$ cat src/rtl/plic_pkg.sv
package plic_pkg;

    // Default geometry of the controller
    localparam int NUM_SRC  = 80;
    localparam int PRIO_W   = 3;
    localparam int THR_W    = 2;
    localparam int DATA_W   = 32;
    localparam int ADDR_W   = 10;
    localparam int IDX_W    = ADDR_W - 2;

    // Register layout expressed in 32-bit word numbers
    localparam int PEND_WORD  = 0;
    localparam int MODE_WORD  = 3;
    localparam int PRIO_WORD  = 6;
    localparam int EN_WORD    = 128;
    localparam int THR_WORD   = 131;
    localparam int CLAIM_WORD = 132;

    typedef enum logic [2:0] {
        SEL_NONE,
        SEL_PEND,
        SEL_MODE,
        SEL_PRIO,
        SEL_EN,
        SEL_THR,
        SEL_CLAIM
    } reg_sel_e;

    typedef struct packed {
        reg_sel_e           sel;
        logic [IDX_W-1:0]   idx;
    } reg_dec_t;

    typedef struct packed {
        logic               wr;
        logic               rd;
        reg_dec_t           dec;
        logic [DATA_W-1:0]  data;
    } bus_req_t;

    // Map a word address onto a register group and an index inside it
    function automatic reg_dec_t decode_word(input logic [IDX_W-1:0] wa,
                                             input int nwords,
                                             input int nsrc);
        int w;
        reg_dec_t d;
        w = int'(wa);
        d.sel = SEL_NONE;
        d.idx = '0;
        if (w < PEND_WORD + nwords) begin
            d.sel = SEL_PEND;
            d.idx = IDX_W'(w - PEND_WORD);
        end else if (w >= MODE_WORD && w < MODE_WORD + nwords) begin
            d.sel = SEL_MODE;
            d.idx = IDX_W'(w - MODE_WORD);
        end else if (w >= PRIO_WORD && w < PRIO_WORD + nsrc) begin
            d.sel = SEL_PRIO;
            d.idx = IDX_W'(w - PRIO_WORD);
        end else if (w >= EN_WORD && w < EN_WORD + nwords) begin
            d.sel = SEL_EN;
            d.idx = IDX_W'(w - EN_WORD);
        end else if (w == THR_WORD) begin
            d.sel = SEL_THR;
        end else if (w == CLAIM_WORD) begin
            d.sel = SEL_CLAIM;
        end
        return d;
    endfunction

endpackage

$ cat src/rtl/plic_cfg.sv
module plic_cfg import plic_pkg::*; #(
    parameter int NSRC   = NUM_SRC,
    parameter int PW     = PRIO_W,
    parameter int TW     = THR_W,
    parameter int NWORDS = (NSRC + 31) / 32
) (
    input  logic                    clk,
    input  logic                    rst,
    input  bus_req_t                req,
    output logic [NSRC-1:0][PW-1:0] prio,
    output logic [NWORDS*32-1:0]    en,
    output logic [TW-1:0]           thr
);

    localparam int EN_BITS = NWORDS * 32;

    // Bits that correspond to a real, non-reserved source
    logic [EN_BITS-1:0] valid_mask;

    for (genvar b = 0; b < EN_BITS; b++) begin : g_mask
        if (b > 0 && b < NSRC) begin : g_on
            assign valid_mask[b] = 1'b1;
        end else begin : g_off
            assign valid_mask[b] = 1'b0;
        end
    end

    always_ff @(posedge clk) begin
        if (rst) begin
            prio <= '0;
            en   <= '0;
            thr  <= '0;
        end else if (req.wr) begin
            if (req.dec.sel == SEL_PRIO) begin
                for (int i = 1; i < NSRC; i++) begin
                    if (int'(req.dec.idx) == i - 1) begin
                        prio[i] <= req.data[PW-1:0];
                    end
                end
            end
            if (req.dec.sel == SEL_EN) begin
                for (int w = 0; w < NWORDS; w++) begin
                    if (int'(req.dec.idx) == w) begin
                        en[w*32 +: 32] <= req.data & valid_mask[w*32 +: 32];
                    end
                end
            end
            if (req.dec.sel == SEL_THR) begin
                thr <= req.data[TW-1:0];
            end
        end
    end

    AST_THR_LOW_BITS: assert property (@(posedge clk) disable iff (rst)
        (req.wr && req.dec.sel == SEL_THR) |=> thr == $past(req.data[TW-1:0]));

    AST_EN_RESERVED_ZERO: assert property (@(posedge clk) disable iff (rst)
        (req.wr && req.dec.sel == SEL_EN) |=> (en & ~valid_mask) == '0);

    AST_SRC0_PRIO_ZERO: assert property (@(posedge clk) disable iff (rst)
        prio[0] == '0);

endmodule

$ cat src/rtl/plic_gateway.sv
module plic_gateway #(
    parameter int NSRC = plic_pkg::NUM_SRC,
    parameter int IW   = $clog2(NSRC)
) (
    input  logic            clk,
    input  logic            rst,
    input  logic [NSRC-1:0] src,
    input  logic            take_fire,
    input  logic [IW-1:0]   take_id,
    input  logic            done_fire,
    input  logic [31:0]     done_val,
    output logic [NSRC-1:0] pend,
    output logic [NSRC-1:0] in_service
);

    logic unused_src0;
    assign unused_src0 = src[0];

    always_ff @(posedge clk) begin
        if (rst) begin
            pend       <= '0;
            in_service <= '0;
        end else begin
            pend[0]       <= 1'b0;
            in_service[0] <= 1'b0;
            for (int i = 1; i < NSRC; i++) begin
                if (take_fire && take_id == IW'(i)) begin
                    pend[i]       <= 1'b0;
                    in_service[i] <= 1'b1;
                end else begin
                    pend[i] <= pend[i] | (src[i] & ~in_service[i]);
                    if (done_fire && done_val == 32'(i)) begin
                        in_service[i] <= 1'b0;
                    end
                end
            end
        end
    end

    AST_SERVICE_BLOCKS_PEND: assert property (@(posedge clk) disable iff (rst)
        (pend & in_service) == '0);

    AST_TAKE_MOVES_SOURCE: assert property (@(posedge clk) disable iff (rst)
        take_fire |=> in_service[$past(take_id)] && !pend[$past(take_id)]);

    AST_PEND_HELD: assert property (@(posedge clk) disable iff (rst)
        !take_fire |=> (pend & $past(pend)) == $past(pend));

endmodule

$ cat src/rtl/plic_arbiter.sv
module plic_arbiter #(
    parameter int NSRC = plic_pkg::NUM_SRC,
    parameter int PW   = plic_pkg::PRIO_W,
    parameter int TW   = plic_pkg::THR_W,
    parameter int IW   = $clog2(NSRC)
) (
    input  logic [NSRC-1:0]         pend,
    input  logic [NSRC-1:0]         en,
    input  logic [NSRC-1:0][PW-1:0] prio,
    input  logic [TW-1:0]           thr,
    output logic [IW-1:0]           win_id,
    output logic                    win_valid
);

    logic [PW-1:0] best;

    // Scan from the top ID down; ">=" lets a lower ID take over a tie
    always_comb begin
        best      = '0;
        win_id    = '0;
        win_valid = 1'b0;
        for (int i = NSRC - 1; i >= 1; i--) begin
            if (pend[i] && en[i] && prio[i] > PW'(thr)
                && (!win_valid || prio[i] >= best)) begin
                win_valid = 1'b1;
                best      = prio[i];
                win_id    = IW'(i);
            end
        end
    end

endmodule

$ cat src/rtl/plic_ctrl.sv
module plic_ctrl import plic_pkg::*; #(
    parameter int NSRC = NUM_SRC,
    parameter int PW   = PRIO_W,
    parameter int TW   = THR_W
) (
    input  logic                    clk,
    input  logic                    rst,
    input  logic [NSRC-1:0]         irq_src,
    input  logic [ADDR_W-1:0]       bus_addr,
    input  logic                    bus_we,
    input  logic                    bus_re,
    input  logic [DATA_W-1:0]       bus_wdata,
    output logic [DATA_W-1:0]       bus_rdata,
    output logic                    ext_irq,
    output logic [$clog2(NSRC)-1:0] active_id
);

    localparam int NWORDS = (NSRC + 31) / 32;
    localparam int IW     = $clog2(NSRC);

    bus_req_t               req;
    logic [NSRC-1:0][PW-1:0] prio;
    logic [NWORDS*32-1:0]   en;
    logic [TW-1:0]          thr;
    logic [NSRC-1:0]        pend;
    logic [NSRC-1:0]        in_service;
    logic [NWORDS*32-1:0]   pend_words;
    logic [IW-1:0]          win_id;
    logic                   win_valid;
    logic                   claim_fire;
    logic                   done_fire;
    logic                   unused_addr;

    assign unused_addr = ^bus_addr[1:0];

    always_comb begin
        req.wr   = bus_we;
        req.rd   = bus_re && !bus_we;
        req.dec  = decode_word(bus_addr[ADDR_W-1:2], NWORDS, NSRC);
        req.data = bus_wdata;
    end

    assign claim_fire = req.rd && req.dec.sel == SEL_CLAIM && win_valid;
    assign done_fire  = req.wr && req.dec.sel == SEL_CLAIM;

    plic_cfg #(.NSRC(NSRC), .PW(PW), .TW(TW), .NWORDS(NWORDS)) u_cfg (
        .clk  (clk),
        .rst  (rst),
        .req  (req),
        .prio (prio),
        .en   (en),
        .thr  (thr)
    );

    plic_gateway #(.NSRC(NSRC), .IW(IW)) u_gate (
        .clk        (clk),
        .rst        (rst),
        .src        (irq_src),
        .take_fire  (claim_fire),
        .take_id    (win_id),
        .done_fire  (done_fire),
        .done_val   (req.data),
        .pend       (pend),
        .in_service (in_service)
    );

    plic_arbiter #(.NSRC(NSRC), .PW(PW), .TW(TW), .IW(IW)) u_arb (
        .pend      (pend),
        .en        (en[NSRC-1:0]),
        .prio      (prio),
        .thr       (thr),
        .win_id    (win_id),
        .win_valid (win_valid)
    );

    assign ext_irq    = win_valid;
    assign pend_words = {{(NWORDS*32-NSRC){1'b0}}, pend};

    // Held claim ID
    always_ff @(posedge clk) begin
        if (rst) begin
            active_id <= '0;
        end else if (claim_fire) begin
            active_id <= win_id;
        end else if (done_fire && req.data == 32'(active_id)) begin
            active_id <= '0;
        end
    end

    // Read data path
    always_comb begin
        bus_rdata = '0;
        if (req.rd) begin
            unique case (req.dec.sel)
                SEL_PEND: begin
                    for (int w = 0; w < NWORDS; w++) begin
                        if (int'(req.dec.idx) == w) bus_rdata = pend_words[w*32 +: 32];
                    end
                end
                SEL_EN: begin
                    for (int w = 0; w < NWORDS; w++) begin
                        if (int'(req.dec.idx) == w) bus_rdata = en[w*32 +: 32];
                    end
                end
                SEL_PRIO: begin
                    for (int i = 1; i < NSRC; i++) begin
                        if (int'(req.dec.idx) == i - 1) bus_rdata = 32'(prio[i]);
                    end
                end
                SEL_THR:   bus_rdata = 32'(thr);
                SEL_CLAIM: bus_rdata = win_valid ? 32'(win_id) : '0;
                default:   bus_rdata = '0;
            endcase
        end
    end

    AST_EMPTY_CLAIM_ZERO: assert property (@(posedge clk) disable iff (rst)
        (req.rd && req.dec.sel == SEL_CLAIM && !ext_irq) |-> bus_rdata == '0);

    AST_IRQ_HAS_WINNER: assert property (@(posedge clk) disable iff (rst)
        ext_irq |-> (pend[win_id] && en[win_id] && prio[win_id] > PW'(thr) && win_id != '0));

    AST_ACTIVE_TAKES_CLAIM: assert property (@(posedge clk) disable iff (rst)
        claim_fire |=> active_id == $past(win_id));

    AST_ACTIVE_DONE_CLEARS: assert property (@(posedge clk) disable iff (rst)
        (done_fire && req.data == 32'(active_id)) |=> active_id == '0);

    AST_IDLE_BUS_ZERO: assert property (@(posedge clk) disable iff (rst)
        !bus_re |-> bus_rdata == '0);

endmodule

$ cat config.mk
export PLATFORM = sky130hd
export DESIGN_NAME = plic_ctrl
export DESIGN_NICKNAME = d
export VERILOG_FILES = /design/src/rtl/plic_pkg.sv /design/src/rtl/plic_cfg.sv /design/src/rtl/plic_gateway.sv /design/src/rtl/plic_arbiter.sv /design/src/rtl/plic_ctrl.sv
export SDC_FILE = /design/constraint.sdc
export NUM_CORES = 2
export LEC_CHECK = 0
export ABC_AREA = 1
export BUFFER_PORTS_ARGS = -buffer_cell sky130_fd_sc_hd__buf_2
export CORE_MARGIN = 2
export CORE_UTILIZATION = 50
export CTS_BUF_LIST = sky130_fd_sc_hd__clkbuf_16
export CTS_CLUSTER_SIZE = 10
export DETAILED_ROUTE_END_ITERATION = 10
export PLACE_DENSITY = 0.71
export SLEW_MARGIN = 25
export SYNTH_ARGS = -nofsm -noshare
export SYNTH_HDL_FRONTEND = slang
export SYNTH_HIERARCHICAL = 1
export SYNTH_SLANG_ARGS = --single-unit
$ cat constraint.sdc
create_clock -name clk -period 214.8 [get_ports clk]
set_input_delay 21.48 -clock clk [delete_from_list [all_inputs] [get_ports clk]]
set_output_delay 21.48 -clock clk [all_outputs]
set_load 0.03 [all_outputs]
### Word-level counts from Yosys, hierarchy flattened

Cells that the tools add are included.

| cells by class | value |
|---|---|
| add/sub/neg operators | 3 |
| equal/unequal tests | 244 |
| reduce and logical (&&, ||, !) cells | 802 |
| magnitude comparators | 164 |
| bitwise gates (word level) | 237 |
| mux-type cells | 491 |

Operators by type and width:

| cell | number |
|---|---|
| 32-bit 2-to-1 mux | 85 |
| 32-bit by 6-bit equality test with 1-bit output, second input constant | 32 |
| 7-bit 2-to-1 mux | 82 |
| 32-bit by 5-bit equality test with 1-bit output, second input constant | 16 |
| 32-bit by 7-bit equality test with 1-bit output, second input constant | 16 |
| 1-bit logical AND | 402 |
| 32-bit by 4-bit equality test with 1-bit output, second input constant | 8 |
| 8-bit by 7-bit equality test with 1-bit output, second input constant | 32 |
| 3-bit 2-to-1 mux | 82 |
| 3-bit AND reduction | 82 |
| 3-bit by 2-bit > comparator with 1-bit output | 79 |
| 1-bit 2-to-1 mux | 237 |
| 3-bit >= comparator | 78 |
| 7-bit by 6-bit equality test with 1-bit output, second input constant | 32 |
| 32-bit case mux with 5 select lines | 1 |
| 2-bit nonzero test | 80 |
| 2-bit OR reduction | 79 |
| 8-bit equality test, second input constant | 17 |
| 32-bit by 3-bit equality test with 1-bit output, second input constant | 4 |
| 8-bit by 6-bit equality test with 1-bit output, second input constant | 16 |
| 7-bit by 5-bit equality test with 1-bit output, second input constant | 16 |
| 7-bit equality test, second input constant | 16 |
| 1-bit AND | 79 |
| 1-bit logical NOT | 79 |
| other kinds (31) | 291 |

| word-level totals | value |
|---|---|
| register bits after elaboration | 484 |
| input bits | 126 |
| output and inout bits | 40 |
| logic and storage cells | 2184 |

### Depth between registers and ports, before layout

| logic depth | value |
|---|---|
| depth in word-level cells | 318 |
| mapped depth | 770 |
| mapped depth without buffers | 764 |

### Cells and area by module

The synthesis kept the hierarchy.

By module, submodules not included:

| module | area each (sq um) | instances | sequential area each (sq um) | cells each |
|---|---|---|---|---|
| plic_arbiter | 14834.2 | 1 | 0.0 | 2633 |
| plic_cfg | 13765.7 | 1 | 6366.1 | 2012 |
| plic_gateway | 6837.8 | 1 | 3163.0 | 944 |
| plic_ctrl | 5210.0 | 1 | 140.1 | 1079 |

### Worst setup path before layout

No wires, ideal clock.

| timing path | value |
|---|---|
| path type | register -> output |
| from | register u_cfg.thr[0] |
| to | output bus_rdata[6] |
| required time | 193320 ps |
| stages on the path, launching flop included | 736 |
| path buffers | 7 |
| arrival | 75247 ps |
| slack | 118073 ps |
| cells stage by stage | dfxtp_1 ha_1 nand2_1 inv_2 nor2_1 nand2_1 nand2_1 nand2_1 ha_1 and3_1 nor2_1 nand2_1 nand2_1 nand2_1 o21ai_0 ha_1 a21oi_1 o211a_2 [... 700 more ...] ha_1 o21ai_0 nand2_1 a21oi_1 nand2_1 nand2_2 buf_6 o21ai_2 ha_1 o21ai_0 nand2_1 a21oi_1 nand2_1 nand2_1 nand2_1 nor2_1 a31oi_1 nor2_1 |

| on the way | value |
|---|---|
| cells in the longest elaborated chain, start to end | 318 |
| elaborated cells on any way between the ends | 709 |
| classes of those cells | order compare (157); mux (239); reduce/logical (313) |

RTL lines:

| what | line | source |
|---|---|---|
| start: declaration | plic_cfg.sv:12 | `output logic [TW-1:0] thr` |
| start signal: assignment | plic_cfg.sv:49 | `thr <= req.data[TW-1:0];` |
| 3-bit by 2-bit > comparator with 1-bit output | plic_arbiter.sv:23 | `if (pend[i] && en[i] && prio[i] > PW'(thr)` |
| 1-bit logical AND | plic_arbiter.sv:23 |  |
| 3-bit 2-to-1 mux or 1-bit 2-to-1 mux (tied branches) | plic_arbiter.sv:23 |  |
| 3-bit >= comparator or 1-bit logical NOT (tied branches) | plic_arbiter.sv:24 | `&& (!win_valid \|\| prio[i] >= best)) begin` |
| 1-bit logical OR | plic_arbiter.sv:24 |  |
| 1-bit logical AND | plic_arbiter.sv:24 |  |
| 3-bit 2-to-1 mux or 1-bit 2-to-1 mux (tied branches) | plic_arbiter.sv:23 |  |
| 3-bit >= comparator or 1-bit logical NOT (tied branches) | plic_arbiter.sv:24 |  |
| [... 303 more ...] | - |  |
| 3-bit >= comparator or 1-bit logical NOT (tied branches) | plic_arbiter.sv:24 |  |
| 1-bit logical OR | plic_arbiter.sv:24 |  |
| 1-bit logical AND | plic_arbiter.sv:24 |  |
| 7-bit 2-to-1 mux * | plic_arbiter.sv:23 |  |
| named net win_id[6] | plic_ctrl.sv:28 | `logic [IW-1:0] win_id;` |
| 7-bit 2-to-1 mux * | plic_ctrl.sv:111 | `SEL_CLAIM: bus_rdata = win_valid ? 32'(win_id) : '0;` |
| 32-bit case mux with 5 select lines * | plic_ctrl.sv:94 | `unique case (req.dec.sel)` |
| 32-bit 2-to-1 mux * | plic_ctrl.sv:93 | `if (req.rd) begin` |
| end: declaration | plic_ctrl.sv:13 | `output logic [DATA_W-1:0] bus_rdata,` |

Mark *: on every way through the listed nets, which the timed path passes. The rest lies on a longest branch.

==> flow_summary_export.csv <==
group,metric,value,unit
final_layout,finalNetCount,7135,
clock_tree,cts.sinks,483,
synthesis,synth.avg_cell_area,6.10,um^2
grt,grt.total_usage,34.6,%
critical_path,cp_data_required_time,193.32,ns
clock_tree,h-tree-depth,2,
timing,setup_tns,0,ns
final_layout,area_growth,7.28,%
timing,grt_setup_unrepaired,"no",
die,start_util,50.5,%
timing,max_slew_margin,21.8,%
clock_tree,post-cts-setup-buffer-count,0,
clock_tree,ctsHoldBuffers,0,
die,io_pins,166,
pwr,p_per_area,4.71,nW/um^2
clock_tree,clock_latency,0.66,ns
placement,place_congestion,1.04,
timing,fin_worst_skew,0.0241,ns
timing,fin_crit,109.08,ns
die,rows,104,
die,dieArea,83500,um^2
final_layout,seq_area,9670,um^2
clock_tree,cts_tree,"done",
clock_tree,cts.reportedPaths.clkPinSlew,0.06,ns
clock_tree,post_cts_resized,0,
critical_path,slowest_stage,"clkinv_2",
clock_tree,cts_made_buffers,57,
critical_path,cp_num_buf_inv,149,
timing,drv_slew,0,
die,design.core.area,80400,um^2
timing,tightestPinTransition,1.17,ns
pwr,leakage,20.5,nW
synthesis,yosysWarnings,6,
synthesis,synthCells,6664,
detailed_routing,vias,43400,
critical_path,crit_path_frequent_cell,"nand2_1",
grt,grt_pass1_vias,39200,
timing,report.final.hold_viol_count,0,
critical_path,crit_family,"simple AND/OR/NAND/NOR gates",
grt,overflow,0,
final_layout,post_route_cells_drive_above_1_share,10.4,%
detailed_routing,drc,0,
timing,holdWs,0.500,ns
placement,portBuffers,162,
final_layout,multi_input_area,26000,um^2
critical_path,critPathMaxFanout,33,
timing,period_share,50.8,%
timing,setup_viol,0,
die,dieWidth,289,um
synthesis,syn_area,40600,um^2
final_layout,final_cell_mix,"nand2_1, inv_1, nor2_1",
critical_path,cp-start-kind,"flip-flop",
placement,hpwl,110,mm
detailed_routing,wl_per_cell,19.0,um
detailed_routing,routed_wl,148,mm
detailed_routing,ant_nets,0,
worst_hold_path,min_path_type,"flip-flop to flip-flop",
grt,grt_pass1_wl,223,mm
final_layout,fillers,8237,
timing,fmax,0.00917,GHz
critical_path,critical_path_class,"flip-flop to primary output",
clock_tree,root_buffer,"clkbuf_16",
critical_path,max_stage_delay,0.65,ns
detailed_routing,first_pass_iters,6,
critical_path,crit_path_end_kind,"primary output",
detailed_routing,routed_via_density,5.59,
clock_tree,clockBufferDepth,3,
detailed_routing,drtIter0Drc,4311,
critical_path,arrival,87.60,ns
die,die_y,289,um
status,run_status,"completed",
run,timing.max_cap.violations,0,
pwr,peakVddDrop,6.85,uV
final_layout,final_common_cell,"nand2_1",
grt,grt_max_degree,191,
grt,antenna_found_initial,10,
flip-flops by register name, indices dropped and copies added, names as in the netlist:
signal / count
u_gate/in_service: 79
u_cfg/en: 79
u_gate/pend: 79
active_id: 7
u_cfg/prio: 237
u_cfg/thr: 2
tightest hold or removal path, cell delays in order (launching register included):
cell and delay [ns]:
dfxtp_1 0.33, nand2_1 0.07, a21oi_1 0.06
worst paths after layout:
check	startpoint	end	slack, ns	depth (start not counted)
max reg2reg	u_cfg/thr[1]$_SDFFE_PP0P_	u_gate/in_service[59]$_SDFFE_PP0P_	127.01	726
max	u_cfg/thr[1]$_SDFFE_PP0P_	bus_rdata[2]	105.72	873
min	active_id[1]$_SDFFE_PP0P_	active_id[1]$_SDFFE_PP0P_	0.50	2
min reg2reg	active_id[1]$_SDFFE_PP0P_	active_id[1]$_SDFFE_PP0P_	0.50	2
where the power goes:
part           switching [mW]  internal, mW  leakage, nW  total, mW
clock network          0.0409        0.0484        0.817     0.0893
registers             0.00185        0.0908         3.92     0.0926
logic                  0.0175       0.00562         15.7     0.0231
total                  0.0602         0.145         20.5      0.205
final cells by class:
| type | count | share of cell area (%) |
|---|---|---|
| Tap cell | 1060 | 3.04 |
| Clock buffer | 57 | 3.27 |
| Clock inverter | 23 | 0.402 |
| Sequential cell | 483 | 22.2 |
| Multi-Input combinational cell | 4956 | 59.8 |
| Timing Repair Buffer | 205 | 2.63 |
| Antenna cell | 4 | 0.0230 |
| Inverter | 980 | 8.68 |
metal layers:
layer / global-route usage [%] / wire length, um / part of all wire (%)
met4: 22.6 / 11000 / 7.4
met3: 4.87 / 12600 / 8.5
met5: 0 / 36 / 0.024
met2: 55.6 / 64800 / 44
met1: 43.3 / 59300 / 40
through the flow:
| step | power [mW] | area (um^2) | util, % | setup slack (ns) | cells |
|---|---|---|---|---|---|
| 6_report | 0.205 | 43600 | 54.2 | 105.72 | 7768 |
| 5_1_grt | 0.211 | 43600 | 54.2 | 95.25 | 7764 |
| 4_1_cts | 0.205 | 43600 | 54.2 | 106.63 | 7764 |
| 3_5_place_dp | 0.117 | 42000 | 52.2 | 107.76 | 7684 |
| 3_3_place_gp | 0.117 | 42000 | 52.2 | 109.57 | 7684 |
| 2_1_floorplan | 0.108 | 40700 | - | 118.07 | 6680 |
Note: power is estimated with default switching activity, not from simulation.
